$ cat src/rtl/dma_rf_pkg.sv
// Package: shared widths and the per-channel register record used by the
// DMA register file. Assumes a register is exactly two bytes wide.
package dma_rf_pkg;
    localparam int BYTE_W = 8;
    localparam int REG_W  = 2 * BYTE_W;

    typedef struct packed {
        logic [REG_W-1:0] addr;
        logic [REG_W-1:0] cnt;
    } chan_regs_t;
endpackage

$ cat src/rtl/dma_byte_ptr.sv
// Module: shared low/high byte pointer. A step toggles it; a clear forces it
// low and wins over a step in the same cycle. Assumes one access per cycle.
module dma_byte_ptr (
    input  logic clk,
    input  logic rst_n,
    input  logic step,
    input  logic clear,
    output logic hi_q
);
    // Pointer flip-flop: reset/clear to low, otherwise toggle on a step.
    always_ff @(posedge clk) begin
        if (!rst_n || clear) hi_q <= 1'b0;
        else if (step)       hi_q <= ~hi_q;
    end

    p_ptr_toggle_r3: assert property (@(posedge clk) disable iff (!rst_n)
        (step && !clear) |=> (hi_q != $past(hi_q)));
    p_ptr_clear_r6: assert property (@(posedge clk) disable iff (!rst_n)
        clear |=> !hi_q);
    p_ptr_hold_r8: assert property (@(posedge clk) disable iff (!rst_n)
        (!step && !clear) |=> $stable(hi_q));
endmodule

$ cat src/rtl/dma_chan_regs.sv
// Module: one channel's address and count registers, loaded a byte at a time.
// Assumes the caller decodes the channel and supplies the byte half to load.
module dma_chan_regs
    import dma_rf_pkg::*;
(
    input  logic              clk,
    input  logic              rst_n,
    input  logic              wr_stb,
    input  logic              sel_cnt,
    input  logic              hi_byte,
    input  logic [BYTE_W-1:0] wdata,
    output chan_regs_t        regs_q
);
    // Register storage: zero on reset, load the selected byte of one register.
    always_ff @(posedge clk) begin
        if (!rst_n) begin
            regs_q <= '0;
        end else if (wr_stb) begin
            if (sel_cnt) begin
                if (hi_byte) regs_q.cnt[REG_W-1:BYTE_W]  <= wdata;
                else         regs_q.cnt[BYTE_W-1:0]      <= wdata;
            end else begin
                if (hi_byte) regs_q.addr[REG_W-1:BYTE_W] <= wdata;
                else         regs_q.addr[BYTE_W-1:0]     <= wdata;
            end
        end
    end

    p_regs_hold_r2: assert property (@(posedge clk) disable iff (!rst_n)
        !wr_stb |=> $stable(regs_q));
    p_other_reg_kept_r2: assert property (@(posedge clk) disable iff (!rst_n)
        (wr_stb && sel_cnt) |=> $stable(regs_q.addr));
    p_half_kept_r3: assert property (@(posedge clk) disable iff (!rst_n)
        (wr_stb && !hi_byte) |=> ($stable(regs_q.cnt[REG_W-1:BYTE_W]) &&
                                  $stable(regs_q.addr[REG_W-1:BYTE_W])));
endmodule

$ cat src/rtl/dma_mask_ctrl.sv
// Module: per-channel mask bits. Master clear sets them all; mask reset
// clears them all; master clear wins. Assumes at most one strobe per cycle.
module dma_mask_ctrl #(
    parameter int NUM_CH = 4
) (
    input  logic              clk,
    input  logic              rst_n,
    input  logic              set_all,
    input  logic              clr_all,
    output logic [NUM_CH-1:0] mask_q
);
    // Mask register: all set on reset or master clear, all clear on mask reset.
    always_ff @(posedge clk) begin
        if (!rst_n || set_all) mask_q <= '1;
        else if (clr_all)      mask_q <= '0;
    end

    p_mask_set_r6: assert property (@(posedge clk) disable iff (!rst_n)
        set_all |=> (mask_q == '1));
    p_mask_clr_r7: assert property (@(posedge clk) disable iff (!rst_n)
        (clr_all && !set_all) |=> (mask_q == '0));
    p_mask_hold_r8: assert property (@(posedge clk) disable iff (!rst_n)
        (!clr_all && !set_all) |=> $stable(mask_q));
endmodule

$ cat src/rtl/dma_chan_regfile.sv
// Module: top of the DMA programming front end. It decodes port offsets,
// drives the shared byte pointer, and muxes read data from the channel
// registers. Assumes strobes last one cycle per access and NUM_CH is a
// power of two, with 2*NUM_CH register ports below the control offsets.
module dma_chan_regfile
    import dma_rf_pkg::*;
#(
    parameter int NUM_CH       = 4,
    parameter int PORT_W       = 4,
    parameter int CLEAR_PORT   = 13,
    parameter int MASKRST_PORT = 14
) (
    input  logic              clk,
    input  logic              rst_n,
    input  logic              wr_en,
    input  logic              rd_en,
    input  logic [PORT_W-1:0] port_addr,
    input  logic [BYTE_W-1:0] wr_data,
    output logic [BYTE_W-1:0] rd_data,
    output logic [NUM_CH-1:0] chan_mask
);
    localparam int CH_W      = $clog2(NUM_CH);
    localparam int REG_PORTS = 2 * NUM_CH;

    logic              is_reg_port;
    logic [CH_W-1:0]   ch_sel;
    logic              sel_cnt;
    logic              step;
    logic              mclr;
    logic              mrst;
    logic              ptr_hi;
    chan_regs_t        regs [NUM_CH];

    // Offset decode: register-port range, channel field, register select, strobes.
    always_comb begin
        is_reg_port = int'(port_addr) < REG_PORTS;
        ch_sel      = port_addr[CH_W:1];
        sel_cnt     = port_addr[0];
        step        = (wr_en || rd_en) && is_reg_port;
        mclr        = wr_en && (port_addr == PORT_W'(CLEAR_PORT));
        mrst        = wr_en && (port_addr == PORT_W'(MASKRST_PORT));
    end

    dma_byte_ptr u_ptr (
        .clk   (clk),
        .rst_n (rst_n),
        .step  (step),
        .clear (mclr),
        .hi_q  (ptr_hi)
    );

    dma_mask_ctrl #(.NUM_CH(NUM_CH)) u_mask (
        .clk     (clk),
        .rst_n   (rst_n),
        .set_all (mclr),
        .clr_all (mrst),
        .mask_q  (chan_mask)
    );

    for (genvar i = 0; i < NUM_CH; i++) begin : g_chan
        logic we_ch;
        // Channel write enable: a write to a register port of this channel.
        always_comb we_ch = wr_en && is_reg_port && (ch_sel == CH_W'(i));

        dma_chan_regs u_regs (
            .clk     (clk),
            .rst_n   (rst_n),
            .wr_stb  (we_ch),
            .sel_cnt (sel_cnt),
            .hi_byte (ptr_hi),
            .wdata   (wr_data),
            .regs_q  (regs[i])
        );
    end

    // Read mux: the byte the pointer selects, or zero off the register range.
    always_comb begin
        logic [REG_W-1:0] word;
        word    = sel_cnt ? regs[ch_sel].cnt : regs[ch_sel].addr;
        rd_data = '0;
        if (rd_en && is_reg_port)
            rd_data = ptr_hi ? word[REG_W-1:BYTE_W] : word[BYTE_W-1:0];
    end

    p_rd_idle_zero_r10: assert property (@(posedge clk) disable iff (!rst_n)
        !rd_en |-> (rd_data == '0));
    p_mrst_keeps_ptr_r7: assert property (@(posedge clk) disable iff (!rst_n)
        (wr_en && !rd_en && port_addr == PORT_W'(MASKRST_PORT)) |=> $stable(ptr_hi));
    p_other_wr_r8: assert property (@(posedge clk) disable iff (!rst_n)
        (wr_en && !rd_en && !is_reg_port && !mclr && !mrst)
            |=> ($stable(ptr_hi) && $stable(chan_mask)));
endmodule

$ cat config.mk
export PLATFORM = sky130hd
export DESIGN_NAME = dma_chan_regfile
export DESIGN_NICKNAME = d
export VERILOG_FILES = /design/src/rtl/dma_rf_pkg.sv /design/src/rtl/dma_byte_ptr.sv /design/src/rtl/dma_chan_regs.sv /design/src/rtl/dma_mask_ctrl.sv /design/src/rtl/dma_chan_regfile.sv
export SDC_FILE = /design/constraint.sdc
export NUM_CORES = 1
export LEC_CHECK = 0
export BUFFER_PORTS_ARGS = -buffer_cell sky130_fd_sc_hd__buf_2
export CAP_MARGIN = 20
export CORE_ASPECT_RATIO = 1.75
export CORE_MARGIN = 1.5
export CORE_UTILIZATION = 39
export CTS_CLUSTER_SIZE = 40
export DETAILED_ROUTE_END_ITERATION = 12
export MAX_ROUTING_LAYER = met4
export PLACE_DENSITY = 0.56
export SLEW_MARGIN = 30
export SYNTH_ARGS = -nofsm -noshare
export SYNTH_HDL_FRONTEND = slang
export SYNTH_SLANG_ARGS = --single-unit
export TNS_END_PERCENT = 30
$ cat constraint.sdc
create_clock -name clk -period 2.9 [get_ports clk]
set_clock_uncertainty 0.2 [all_clocks]
set_input_delay 0.145 -clock clk [delete_from_list [all_inputs] [get_ports clk]]
set_output_delay 0.145 -clock clk [all_outputs]
set_load 0.02 [all_outputs]
# ---- Word level (Yosys, flattened, before mapping)
# Index checks and enable logic that the tools add are counted.
dict set report totals {
  register_bits 133
  output_inout_bits 12
}
dict set report op_classes {
  magnitude_cmp 2
  n_eq_ne 5
  n_mux 6
  bitwise 3
  reduce_logical 29
}
# operator n
set ops {}
lappend ops {{$bmux W32 S2} 1}
lappend ops {{$mux W32} 2}
lappend ops {{$reduce_and A3 Y1} 16}
lappend ops {{$mux W16} 1}
lappend ops {{$mux W8} 2}
lappend ops {{$logic_and A1 B1 Y1} 9}
lappend ops {{$eq A4 B4 Y1 const B} 2}
lappend ops {{$eq A2 B2 Y1 const B} 2}
lappend ops {{$lt A4 B4 Y1 const B} 1}
lappend ops {{$ge A3 B3 Y1 const B} 1}
lappend ops {{$not A2 Y3} 1}
lappend ops {{$eq A2 B1 Y1 const B} 1}
lappend ops {{$logic_not A2 Y1} 1}
lappend ops {{$logic_or A1 B1 Y1} 2}
lappend ops {{$not A1 Y1} 2}
lappend ops {{$logic_not A1 Y1} 1}

# ---- Depth between registers and ports, before layout
dict set report depth {
  ltp_word 7
  ltp_mapped 7
}

# ---- Hierarchy
# A second synthesis with hierarchy kept.
dict set report unflattened {
  hier_cells 596
  area_unflattened_um2 6050.8
}
# mod n_inst cells_per_inst area_per_inst_um2 seq_area_each_um2
set by_module_without_submodules {}
lappend by_module_without_submodules {dma_chan_regs 4 115 1176.1 640.6}
lappend by_module_without_submodules {dma_chan_regfile 1 127 1248.7 0.0}
lappend by_module_without_submodules {dma_mask_ctrl 1 6 56.3 20.0}
lappend by_module_without_submodules {dma_byte_ptr 1 3 41.3 20.0}

# ---- Worst setup path after synthesis
# Ideal clock, no wire load.
dict set report synth_timing {
  kind {input -> output}
  startpoint {input port_addr[0]}
  endpoint {output rd_data[0]}
  arrival_ps 1449
  setup_slack_ps 1106
  stages 7
  n_path_buf 3
  path_cell_list {buf_2 -> buf_4 -> buf_2 -> nor2_1 -> a22oi_1 -> nand3_1 -> o21ai_0}
}
dict set report synth_between {
  elab_chain_cells 3
  word_cells_on_any_way 5
}
# item line_no
set synth_lines {}
lappend synth_lines {{start: declaration} dma_chan_regfile.sv:17} ;# input logic [PORT_W-1:0] port_addr,
lappend synth_lines {{$lt A4 B4 Y1 / $mux W16 (equally long branches)} {dma_chan_regfile.sv:36, dma_chan_regfile.sv:79}}
lappend synth_lines {{$logic_and A1 B1 Y1 / $mux W8 (equally long branches)} {dma_chan_regfile.sv:81, dma_chan_regfile.sv:82}}
lappend synth_lines {{$mux W8 (*)} dma_chan_regfile.sv:81} ;# if (rd_en && is_reg_port)
lappend synth_lines {{end: declaration} dma_chan_regfile.sv:19} ;# output logic [BYTE_W-1:0] rd_data,
# Mark *: on every way between the ends. The rest lies on a longest branch, timed or not.

# ---- Final worst setup path
dict set report layout_timing {
  startpoint {input port_addr[0]}
  endpoint {output rd_data[7]}
}
# Same word-level chain as after synthesis.

==> metrics.txt <==
initial antenna violation count=0; count of pins on the block boundary=28; number of warnings reported in the yosys synthesis log=0; routed via count divided by cell count=around 5.6; share of post-route cells with drive strength above 1=0.1527; number of placement rows=60; final number of hold-violating endpoints=0; type of the setup path with the least slack=in -> out; delay of the slowest critical-path stage=between 0.6 and 0.7 ns; count of cells resized by post-cts repair=0; shortest period the worst path allows=2.420 ns; VDD IR-drop max=0.0002794 V; vias in the first global route=just under 5000; crit path cell chain=buf_2 > nor2b_1 > a22oi_1 > nand3_1 > o21ai_0 > buf_2; detailed-routing iteration count for the pre-antenna-repair pass=4; Num CTS Buffers=17; depth of the CTS H-tree=4; clock latency on the worst-skew pair=roughly 0.41 ns; nets=around 670; WL/cell=roughly 20 µm; Final setup violation count=0; chip height=169.8 µm; leading cell type in the layout, fill and taps excluded=sky130_fd_sc_hd__dfxtp_1; final core area utilization=0.4549; total leakage power=2.368 nW; number of standard cells after synthesis=648; TritonCTS clock tree=built; number of different library cells in the post-synthesis netlist=25; syn_area_per_cell=between 9 and 10 µm²; total vias in the final route=between 4000 and 5000; maximum fanout encountered on the critical timing path=25; path type of the worst min-delay path=in -> reg; power per cell area=around 590 nW/µm²; Max Cap Viol=0; summed instance area of the synthesized netlist=slightly above 6000 µm²; placer's final routability congestion estimate=between 0.8 and 0.9; total half-perimeter wirelength after legalization and detailed placement=11.39 mm; post-route DRC violation count=0; most common cell type on the critical path=sky130_fd_sc_hd__buf_2; Critical Path Start Type=primary input; wire length of the first global-routing pass=around 27 mm; post-CTS setup-driven buffer insertion count=0; part of the Yosys area used for sequential elements=0.4198; top library cells by usage in the layout, fill and taps aside=130 x sky130_fd_sc_hd__dfxtp_1, 90 x sky130_fd_sc_hd__nand2_1, 81 x sky130_fd_sc_hd__nand3_1; effective utilization at floorplan=0.4009; Worst slew margin=0.4527; signed area change from the synthesized netlist to the final layout=13.46%; GRT Util Overall=0.2186; global route overflow=0; clock tree root driver cell=sky130_fd_sc_hd__clkbuf_16; largest net degree at the start of global routing=about 130; Worst-Margin Slew=around 0.82 ns; number of storage elements in the synthesis netlist=130; Worst path top cell family by delay=simple AND/OR/NAND/NOR gates; arrival time worst endpoint=2.08 ns; Total Power Consumption=between 4 and 5 mW; drt initial violations=around 300; crit path buf inv count=2; count of clock tree sinks=130; buffer levels on the longest clock path=2; clock input transition at the sequential cells of the worst setup and hold paths=roughly 0.050 ns; total negative slack=0 ns; core region area=between 15000 and 20000 µm²; Critical Path Slowest Stage Cell=sky130_fd_sc_hd__nor2b_1; data required time at the worst endpoint=around 2.6 ns; ant diodes=0; number of nets in the synthesized netlist=664; outcome=finished, final reports clean; die width=98.31 µm; unrepaired setup endpoints after global routing=no; part of the cycle the worst path needs=0.8346; die outline area=between 15000 and 20000 µm²; total detailed-routing wirelength=~17 mm; maximum clock frequency=around 410 MHz; post-route ant nets=0; number of max-slew violations in the final report=0; Port-buffer cells=27; Setup crit end kind=output pin
-- path summary, 6_finish.rpt --
| path | to | cells after the start | from | slack [ns] |
|---|---|---|---|---|
| worst max-delay path | rd_data[7] | 6 | port_addr[0] | 0.48 |
| worst min-delay path | g_chan[3].u_regs.regs_q[9] | 3 | wr_data[1] | 0.03 |
| worst max register to register | g_chan[3].u_regs.regs_q[26] | 5 | u_ptr.hi_q | 0.77 |
| worst min register to register | g_chan[1].u_regs.regs_q[19] | 2 | g_chan[1].u_regs.regs_q[19] | 0.26 |
-- metal layers --
metal | share of wire | up-vias | global-route usage | routed length [µm]
met5 | 0 | - | - | 0
met4 | 0.045 | 0 | 0.1121 | 769
met3 | 0.037 | 38 | 0.03830 | 630
met2 | 0.51 | 123 | 0.3761 | 8740
met1 | 0.40 | 2312 | 0.2400 | 6898
li1 | - | 2273 | - | -
-- report_power, final --
part | switching (mW) | internal [mW]
logic | 0.203 | 0.110
registers | 0.0133 | 1.80
clock network | 0.768 | 1.26
total | 0.984 | 3.17
-- layout make-up --
class,instances,area (µm²)
Timing Repair Buffer,51,340.3
Fill cell,1447,8431
Tap cell,186,232.7
Multi-Input combinational cell,455,3304
Clock inverter,11,113.9
Clock buffer,21,440.4
Sequential cell,130,2603
-- state kept, by name, indices dropped and copies added, names as in the netlist --
| register | cells |
|---|---|
| g_chan.u_regs.regs_q | 128 |
| u_mask.mask_q | 1 |
| u_ptr.hi_q | 1 |
-- through the flow --
stage	instance area (µm²)	std cells	setup slack [ns]	hold slack (ns)
finish	7034	854	0.4797	0.02898
global route	7034	854	0.2870	0.03194
CTS	7034	854	0.5015	0.003363
detailed placement	6430	817	0.5027	0.2571
global placement	6430	817	0.4740	0.2489
floorplan	6200	648	1.106	0.1112
-- worst reg2reg max path, stage by stage, from the launching register on --
cell	delay, ns
sky130_fd_sc_hd__dfxtp_1	0.56
sky130_fd_sc_hd__nor2b_2	0.55
sky130_fd_sc_hd__nor2b_1	0.20
sky130_fd_sc_hd__buf_4	0.22
sky130_fd_sc_hd__mux2i_1	0.22
sky130_fd_sc_hd__nor2b_1	0.06
-- logic make-up after synthesis --
| family | Yosys count | share of synthesized area |
|---|---|---|
| xor gates and xnor gates | 1 | 0.001413 |
| DFF | 130 | 0.4198 |
| buffers and inverters | 63 | 0.05005 |
| muxes | 96 | 0.2034 |
| AOI/OAI and AO/OA | 106 | 0.1211 |
| and+or+nand+nor | 252 | 0.2042 |
-- synth_stat cells, drive strengths merged --
master / number / share of area
buf: 31 / 0.031
and4bb: 1 / 0.0020
nor4b: 1 / 0.0038
a21boi: 80 / 0.097
nor3b: 2 / 0.0024
a21oi: 1 / 0.00081
nand4: 2 / 0.0020
nand3: 81 / 0.065
nand4b: 1 / 0.0014
mux2i: 72 / 0.12
xor2: 1 / 0.0014
dfxtp: 130 / 0.42
mux4: 24 / 0.087
o21ai: 17 / 0.014
a22oi: 8 / 0.0097
clkbuf: 32 / 0.019
nor2: 7 / 0.0042
nand2b: 9 / 0.0091
nand2: 90 / 0.054
nor2b: 54 / 0.054
nor4bb: 1 / 0.0016
nand3b: 1 / 0.0012
and3: 2 / 0.0020
-- what timing repair did --
| action | CTS | global route |
|---|---|---|
| hold buffers | 5 | 0 |
| endpoints found under the setup margin | 0 | 0 |
| hold endpoints to repair | 10 | 0 |
Power figures use the tool's default switching activity.
